$ cat src/rtl/cidenc_pkg.sv
package cidenc_pkg;

    localparam int PAY_W  = 77;
    localparam int CRC_W  = 8;
    localparam int INFO_W = PAY_W + CRC_W;
    localparam int CW_N   = 127;
    localparam int PAR_W  = CW_N - INFO_W;
    localparam int SCR_W  = 9;

    localparam logic [CRC_W-1:0] CRC_POLY = 8'h07;
    localparam logic [6:0]       GF_RED   = 7'h09;   // x^7 = x^3 + 1

    typedef enum logic [1:0] {
        PH_UW,
        PH_DATA,
        PH_CRC,
        PH_PAR
    } phase_e;

    // multiply in GF(2^7)
    function automatic logic [6:0] gf_mul(input logic [6:0] a, input logic [6:0] b);
        logic [6:0] acc;
        logic [6:0] sh;
        acc = '0;
        sh  = a;
        for (int i = 0; i < 7; i++) begin
            if (b[i]) acc ^= sh;
            sh = sh[6] ? ({sh[5:0], 1'b0} ^ GF_RED) : {sh[5:0], 1'b0};
        end
        return acc;
    endfunction

    // product of (x + alpha^e) over the cyclotomic cosets of 1,3,...,11
    function automatic logic [PAR_W:0] bch_gen_poly();
        logic [CW_N-1:0]       root;
        logic [PAR_W:0][6:0]   c;
        logic [6:0]            pw;
        logic [PAR_W:0]        g;
        int                    j;
        root = '0;
        for (int s = 1; s <= 11; s += 2) begin
            j = s;
            for (int k = 0; k < 7; k++) begin
                root[j] = 1'b1;
                j = (2 * j) % CW_N;
            end
        end
        c    = '0;
        c[0] = 7'h01;
        pw   = 7'h01;
        for (int e = 0; e < CW_N; e++) begin
            if (root[e]) begin
                for (int k = PAR_W; k >= 1; k--)
                    c[k] = c[k-1] ^ gf_mul(c[k], pw);
                c[0] = gf_mul(c[0], pw);
            end
            pw = gf_mul(pw, 7'h02);
        end
        for (int k = 0; k <= PAR_W; k++) g[k] = c[k][0];
        return g;
    endfunction

    localparam logic [PAR_W:0] BCH_GEN = bch_gen_poly();

endpackage

$ cat src/rtl/cidenc_table.sv
module cidenc_table
    import cidenc_pkg::*;
#(
    parameter int N_PKT = 4,
    parameter int AW    = 2
) (
    input  logic             clk,
    input  logic             wr_en,
    input  logic [AW-1:0]    wr_addr,
    input  logic [PAY_W-1:0] wr_data,
    input  logic [AW-1:0]    rd_addr,
    output logic [PAY_W-1:0] rd_data
);

    logic [PAY_W-1:0] mem_q [N_PKT];

    always_ff @(posedge clk) begin
        if (wr_en && (int'(wr_addr) < N_PKT))
            mem_q[wr_addr] <= wr_data;
    end

    assign rd_data = mem_q[rd_addr];

endmodule

$ cat src/rtl/cidenc_fec.sv
module cidenc_fec
    import cidenc_pkg::*;
(
    input  logic   clk,
    input  logic   rst,
    input  logic   step,
    input  phase_e phase,
    input  logic   pay_bit,
    output logic   coded_bit
);

    typedef struct packed {
        logic [CRC_W-1:0] crc;
        logic [PAR_W-1:0] par;
    } fec_t;

    fec_t q, d;
    logic crc_fb, par_fb;

    always_comb begin
        d = q;
        unique case (phase)
            PH_DATA: coded_bit = pay_bit;
            PH_CRC:  coded_bit = q.crc[CRC_W-1];
            PH_PAR:  coded_bit = q.par[PAR_W-1];
            default: coded_bit = 1'b0;
        endcase
        crc_fb = pay_bit ^ q.crc[CRC_W-1];
        par_fb = coded_bit ^ q.par[PAR_W-1];
        if (step) begin
            unique case (phase)
                PH_UW: d = '0;
                PH_DATA: begin
                    d.crc = {q.crc[CRC_W-2:0], 1'b0} ^ ({CRC_W{crc_fb}} & CRC_POLY);
                    d.par = {q.par[PAR_W-2:0], 1'b0} ^ ({PAR_W{par_fb}} & BCH_GEN[PAR_W-1:0]);
                end
                PH_CRC: begin
                    d.crc = {q.crc[CRC_W-2:0], 1'b0};
                    d.par = {q.par[PAR_W-2:0], 1'b0} ^ ({PAR_W{par_fb}} & BCH_GEN[PAR_W-1:0]);
                end
                default: d.par = {q.par[PAR_W-2:0], 1'b0};
            endcase
        end
    end

    always_ff @(posedge clk) begin
        if (rst) q <= '0;
        else     q <= d;
    end

endmodule

$ cat src/rtl/cidenc_whiten.sv
module cidenc_whiten
    import cidenc_pkg::*;
(
    input  logic clk,
    input  logic rst,
    input  logic step,
    input  logic scr_en,
    input  logic first,
    input  logic in_bit,
    output logic out_bit
);

    typedef struct packed {
        logic [SCR_W-1:0] lfsr;
        logic             prev;
    } wh_t;

    wh_t  q, d;
    logic prbs, sc_bit;

    always_comb begin
        d       = q;
        prbs    = q.lfsr[8] ^ q.lfsr[4];
        sc_bit  = scr_en ? (in_bit ^ prbs) : in_bit;
        out_bit = sc_bit ^ (first ? 1'b0 : q.prev);
        if (step) begin
            d.prev = out_bit;
            d.lfsr = scr_en ? {q.lfsr[SCR_W-2:0], prbs} : '1;
        end
    end

    always_ff @(posedge clk) begin
        if (rst) q <= '{lfsr: '1, prev: 1'b0};
        else     q <= d;
    end

endmodule

$ cat src/rtl/cidenc_top.sv
module cidenc_top
    import cidenc_pkg::*;
#(
    parameter int                N_PKT  = 4,
    parameter int                UW_LEN = 16,
    parameter logic [UW_LEN-1:0] UW_PAT = 16'hE4B1,
    localparam int               AW     = (N_PKT > 1) ? $clog2(N_PKT) : 1
) (
    input  logic             clk,
    input  logic             rst,
    input  logic             wr_en,
    input  logic [AW-1:0]    wr_addr,
    input  logic [PAY_W-1:0] wr_data,
    input  logic             out_ready,
    output logic             out_valid,
    output logic             out_bit,
    output logic             out_sof
);

    localparam int CNT_MAX = (UW_LEN > PAY_W) ? UW_LEN : PAY_W;
    localparam int CNT_W   = $clog2(CNT_MAX);

    typedef struct packed {
        phase_e           ph;
        logic [CNT_W-1:0] cnt;
        logic [AW-1:0]    pkt;
        logic             ov;
        logic             ob;
        logic             osof;
    } seq_t;

    seq_t q, d;

    logic             step, first, uw_bit, pay_bit, coded_bit, pre_bit, wh_bit;
    logic [PAY_W-1:0] rd_data;

    cidenc_table #(.N_PKT(N_PKT), .AW(AW)) u_table (
        .clk     (clk),
        .wr_en   (wr_en),
        .wr_addr (wr_addr),
        .wr_data (wr_data),
        .rd_addr (q.pkt),
        .rd_data (rd_data)
    );

    cidenc_fec u_fec (
        .clk       (clk),
        .rst       (rst),
        .step      (step),
        .phase     (q.ph),
        .pay_bit   (pay_bit),
        .coded_bit (coded_bit)
    );

    cidenc_whiten u_whiten (
        .clk     (clk),
        .rst     (rst),
        .step    (step),
        .scr_en  (q.ph != PH_UW),
        .first   (first),
        .in_bit  (pre_bit),
        .out_bit (wh_bit)
    );

    always_comb begin
        d       = q;
        step    = !q.ov || out_ready;
        first   = (q.ph == PH_UW) && (q.cnt == '0);
        uw_bit  = (int'(q.cnt) < UW_LEN) ? UW_PAT[UW_LEN-1-int'(q.cnt)] : 1'b0;
        pay_bit = (int'(q.cnt) < PAY_W)  ? rd_data[PAY_W-1-int'(q.cnt)] : 1'b0;
        pre_bit = (q.ph == PH_UW) ? uw_bit : coded_bit;
        if (step) begin
            d.ov   = 1'b1;
            d.ob   = wh_bit;
            d.osof = first;
            d.cnt  = q.cnt + CNT_W'(1);
            unique case (q.ph)
                PH_UW: if (q.cnt == CNT_W'(UW_LEN-1)) begin
                    d.ph  = PH_DATA;
                    d.cnt = '0;
                    d.pkt = '0;
                end
                PH_DATA: if (q.cnt == CNT_W'(PAY_W-1)) begin
                    d.ph  = PH_CRC;
                    d.cnt = '0;
                end
                PH_CRC: if (q.cnt == CNT_W'(CRC_W-1)) begin
                    d.ph  = PH_PAR;
                    d.cnt = '0;
                end
                default: if (q.cnt == CNT_W'(PAR_W-1)) begin
                    d.cnt = '0;
                    if (q.pkt == AW'(N_PKT-1)) begin
                        d.ph = PH_UW;
                    end else begin
                        d.ph  = PH_DATA;
                        d.pkt = q.pkt + AW'(1);
                    end
                end
            endcase
        end
    end

    always_ff @(posedge clk) begin
        if (rst) q <= '{ph: PH_UW, cnt: '0, pkt: '0, ov: 1'b0, ob: 1'b0, osof: 1'b0};
        else     q <= d;
    end

    assign out_valid = q.ov;
    assign out_bit   = q.ob;
    assign out_sof   = q.osof;

endmodule

$ cat config.mk
export PLATFORM = sky130hd
export DESIGN_NAME = cidenc_top
export DESIGN_NICKNAME = d
export VERILOG_FILES = /design/src/rtl/cidenc_pkg.sv /design/src/rtl/cidenc_table.sv /design/src/rtl/cidenc_fec.sv /design/src/rtl/cidenc_whiten.sv /design/src/rtl/cidenc_top.sv
export SDC_FILE = /design/constraint.sdc
export NUM_CORES = 1
export LEC_CHECK = 0
export CAP_MARGIN = 15
export CORE_MARGIN = 2
export CORE_UTILIZATION = 60
export CTS_CLUSTER_DIAMETER = 50
export DETAILED_ROUTE_END_ITERATION = 8
export GPL_TIMING_DRIVEN = 1
export PLACE_DENSITY = 0.8
export SLEW_MARGIN = 0
export SYNTH_ARGS = -nofsm -noshare
export SYNTH_HDL_FRONTEND = slang
export SYNTH_SLANG_ARGS = --single-unit
export TNS_END_PERCENT = 5
$ cat constraint.sdc
create_clock -name clk -period 9.8 [get_ports clk]
set_clock_uncertainty 0.1 [all_clocks]
set_input_delay 1.47 -clock clk [delete_from_list [all_inputs] [get_ports clk]]
set_output_delay 1.47 -clock clk [all_outputs]
set_load 0.01 [all_outputs]
==> results <==
- The class of the worst hold path is register to register.
- The cell type contributing the most total cell area after synthesis is sky130_fd_sc_hd__edfxtp_1.
- The post-route netlist has 13.2% of its cells at a drive strength greater than 1.
- Summed over all nets, the half-perimeter wirelength after detailed placement is 19300 um.
- The total global-route track usage is 23.3%.
- The initial cell density of the core is 61.0%.
- The count of antenna-violating nets left after detailed routing is 0.
- After detailed routing, the average wire length per cell comes to 22.8 um.
- The number of nets at the end of the flow is 1148.
- The routed wire length is 32300 um.
- After layout, the worst path uses 45.5% of the clock period.
- The clock latency on the worst-skew pair is 0.54 ns.
- The depth of the worst register-to-register path is 13.
- Yosys printed 0 warnings.
- The post-synthesis async set-or-reset flop share is 0%.
- The power density of the placed cells is 190 nW/um^2.
- The relative contribution of combinational cells to total power is 6.1%.
- The routed design could run at a clock period as short as 4.46 ns.
- The clock-pin slew on the worst setup and hold paths is 0.05 ns.
- In the synthesized netlist the dominant register cell turns out to be sky130_fd_sc_hd__edfxtp_1.
- The first global-routing pass estimated 50300 um of wire.
- Averaged over all synthesized cells, the footprint is 16.1 um^2.
- The total via count in the routed design is 9101.
- The share of synthesized area in the top cell type comes to 58.4%.
- For this design the static power due to leakage is 5.79 nW.
- The gate count after technology mapping is 982.
- Overall power consumption after layout is estimated at 3.44 mW.
- The number of global-route vias before repair is 8871.
- The internal power component is 2.72 mW.
- The largest fanout on the critical path is 39.
- Registers are responsible for 53.6% of the overall power.
- Gates resized during post-CTS repair numbered 0.
- Across the run, the number of max-cap violations was 0.
- The count of state elements after synthesis is 383.
- The worst setup path is captured at a register.
- The H-tree was split into 2 levels.
- Yosys attributes the largest share of cell area to sky130_fd_sc_hd__edfxtp_1 58%, sky130_fd_sc_hd__dfxtp_1 9.5%, sky130_fd_sc_hd__mux4_2 5.7%.
- The number of primary I/O pins is 86.
- In the layout the commonest cells are 308 x sky130_fd_sc_hd__edfxtp_1, 85 x sky130_fd_sc_hd__clkdlybuf4s50_1, 73 x sky130_fd_sc_hd__dfxtp_1, 59 x sky130_fd_sc_hd__nor2_1, 52 x sky130_fd_sc_hd__a22oi_1.
- Routability-driven placement finished with a final weighted congestion of 0.897.
- Across the VDD grid, the largest voltage drop is 0.000161 V.
- For this design the total switching power over the nets is 0.720 mW.
- Headroom to the max-slew limit came out at 24.4%.
- The worst hold path begins at out_sof.
- The sequential cell area fraction in the yosys report is 67.8%.
- The worst register-to-register path has a setup slack of 5.34 ns.
- The worst register-to-register path begins at q[5].
- Summed over all failing endpoints, the final setup total negative slack is 0 ns.
- The required time of the critical path is 10.09 ns.
- The die is 167 um tall.
- The final-report hold violation count is 0.
- Counting the fill cells in the layout gives 1679.
- The remaining design rule violation count is 0.
- The floorplan core area is 26000 um^2.
- The number of port buffers is 85.
- The post-CTS setup buffer count is 0.
- The end of the worst hold path is out_sof.
- The number of buffers on the longest clock path is 3.
- Counting the buffers created by CTS gives 40.
- The number of distinct library cell variants in the gate-level netlist after synthesis is 66.
- The post-synthesis net count is 1074.
- The root buffer cell is sky130_fd_sc_hd__clkbuf_16.
- Relative to the synthesized area, the layout overhead comes to 14.3%.
- In this run the core area contains 59 standard-cell rows.
- The number of antenna violations at the first check in global routing is 0.
- The number of cells on the worst hold path is 2.
- The worst setup path is of the register to register kind.
- For this run, the top clock speed supported by timing is 0.224 GHz.
- Setup repair after global routing left no endpoint under its margin.
- The number of setup violations in the final report is 0.
- In this run, the number of DRC markers left after iteration 0 of detailed routing was 937.
- The number of pins exceeding their max-slew limit in the final report is 0.
- The clock share of power is 40.3%.
- The kind of start point of the critical path is a register.
- The die area is 27700 um^2.
- TritonCTS built the clock tree.
- The die outline width is 167 um.
- The total standard cell area after synthesis is 15800 um^2.
- The total inserted antenna cells is 0.
- The remaining global-route overflow is 0.
- STA puts the critical path data arrival time at 4.75 ns.
- After detailed routing, the number of vias per cell comes to 6.42.
- The first detailed-routing pass took 6 iterations.
- The run finished with clean final reports.
- At the pin with the least slew margin, the transition time is 1.13 ns.
- In this run switching power makes up 20.9% of total power.
- For this design, the CTS-stage hold fixing added 0 buffers.
- In this run, synthesis inferred 308 flip-flops with an integrated enable.
- The maximum number of pins on one net before global-route repair is 78.
- Leaving out fill and tap cells, the most frequent cell in the layout is sky130_fd_sc_hd__edfxtp_1.
- The endpoint identified for the worst register-to-register timing path is u_fec.q[34].
- CTS saw 383 sinks.
[metrics by stage]
stage | hold slack [ns] | std cells | cell area (um^2) | setup slack (ns) | utilization (%)
finish | 0.358 | 1418 | 18100 | 5.34 | 69.7
global route | 0.393 | 1418 | 18100 | 5.09 | 69.7
CTS | 0.362 | 1417 | 18100 | 5.21 | 69.6
detailed placement | 0.355 | 1348 | 16900 | 5.24 | 65.0
global placement | 0.346 | 1348 | 16900 | 5.46 | 65.0
floorplan | 0.350 | 982 | 15800 | 1.97 | -
[critical path, cell delays in order (launching register included)]
cell and delay [ns]:
sky130_fd_sc_hd__dfxtp_1 0.32, sky130_fd_sc_hd__buf_4 0.34, sky130_fd_sc_hd__clkinv_1 0.36, sky130_fd_sc_hd__ha_1 0.39, sky130_fd_sc_hd__buf_4 0.36, sky130_fd_sc_hd__nor2b_1 0.46, sky130_fd_sc_hd__a22o_1 0.22, sky130_fd_sc_hd__o21ai_0 0.09
sky130_fd_sc_hd__a21oi_1 0.23, sky130_fd_sc_hd__o211a_1 0.25, sky130_fd_sc_hd__nor2_1 0.10, sky130_fd_sc_hd__a2111o_1 0.68, sky130_fd_sc_hd__o211ai_1 0.29, sky130_fd_sc_hd__nand3_1 0.11
[synthesized netlist by cell type (5+ instances only)]
cell,n
sky130_fd_sc_hd__edfxtp_1,308
sky130_fd_sc_hd__dfxtp_1,75
sky130_fd_sc_hd__nor2_1,61
sky130_fd_sc_hd__a22oi_1,52
sky130_fd_sc_hd__mux4_2,40
sky130_fd_sc_hd__clkbuf_1,39
sky130_fd_sc_hd__nand2_1,31
sky130_fd_sc_hd__nand3_1,30
sky130_fd_sc_hd__mux4_1,26
sky130_fd_sc_hd__mux2i_1,24
sky130_fd_sc_hd__o211ai_1,23
sky130_fd_sc_hd__nand4b_1,21
sky130_fd_sc_hd__nor3_1,21
sky130_fd_sc_hd__o21ai_0,20
sky130_fd_sc_hd__a21oi_1,17
sky130_fd_sc_hd__mux2_2,16
sky130_fd_sc_hd__buf_2,12
sky130_fd_sc_hd__ha_1,9
sky130_fd_sc_hd__nand4_1,9
sky130_fd_sc_hd__xnor2_1,9
sky130_fd_sc_hd__inv_1,8
sky130_fd_sc_hd__nand2b_1,8
sky130_fd_sc_hd__nor2b_1,8
sky130_fd_sc_hd__buf_4,7
sky130_fd_sc_hd__a221oi_1,6
sky130_fd_sc_hd__buf_6,6
sky130_fd_sc_hd__nor3b_1,6
sky130_fd_sc_hd__o22ai_1,6
sky130_fd_sc_hd__a31oi_1,5
sky130_fd_sc_hd__and2_1,5
sky130_fd_sc_hd__o221ai_1,5
sky130_fd_sc_hd__xor2_1,5
[power groups by stage]
stage | Clock [mW] | Combinational (mW) | Sequential (mW)
2_1_floorplan | 0 | 0.114 | 1.88
3_3_place_gp | 0 | 0.204 | 1.87
3_5_place_dp | 0 | 0.208 | 1.88
4_1_cts | 1.41 | 0.209 | 1.85
5_1_grt | 1.47 | 0.226 | 1.85
6_report | 1.39 | 0.210 | 1.85
[logic make-up after synthesis]
| kind of cell | Yosys count | synth area share (%) |
|---|---|---|
| flip-flops | 383 | 67.8 |
| XOR/XNOR | 14 | 0.774 |
| adder cells (fa/ha/maj) | 9 | 0.711 |
| AND/OR/NAND/NOR | 223 | 7.48 |
| multiplexers | 106 | 12.7 |
| buffers and inverters | 81 | 2.84 |
| AO/OA/AOI/OAI | 166 | 7.70 |
[worst max-delay path by stage]
stage | cells past startpoint | end | startpoint
after floorplan | 1 | u_table.mem_q[0][0] | wr_addr[0]
after global placement | 12 | u_fec.q[0] | q[5]
after detailed placement | 13 | u_fec.q[7] | q[5]
after CTS | 13 | u_fec.q[7] | q[5]
after global routing | 13 | u_fec.q[10] | q[5]
final | 13 | u_fec.q[34] | q[5]
[metal layers]
metal  global-route usage (%)  wire length, um  part of all wire (%)  vias up
li1                         -                -                     -     4121
met1                     33.6            13700                    43     4563
met2                     37.3            15900                    49      366
met3                     4.04             2060                   6.4       51
met4                     6.41              656                   2.0        0
met5                        0                0                     0        -
[state kept, by name, indices dropped and copies added, names as in the netlist, named ones only]
signal,flops
u_fec.q,50
out_sof,1
q,11
u_whiten.q,9
u_table.mem_q,308
out_valid,1
out_bit,1
[area by class of cell]
class                   count  area, um^2  share of cell area (%)
flip-flops and latches    383       10800                    59.4
repair buffers            104         997                    5.51
inverters                   9        33.8                   0.187
multi-input cells         518        4700                    25.9
well taps                 335         419                    2.31
clock inverters            18         121                   0.670
clock buffers              51        1080                    5.98
Power figures use the tool's default switching activity.
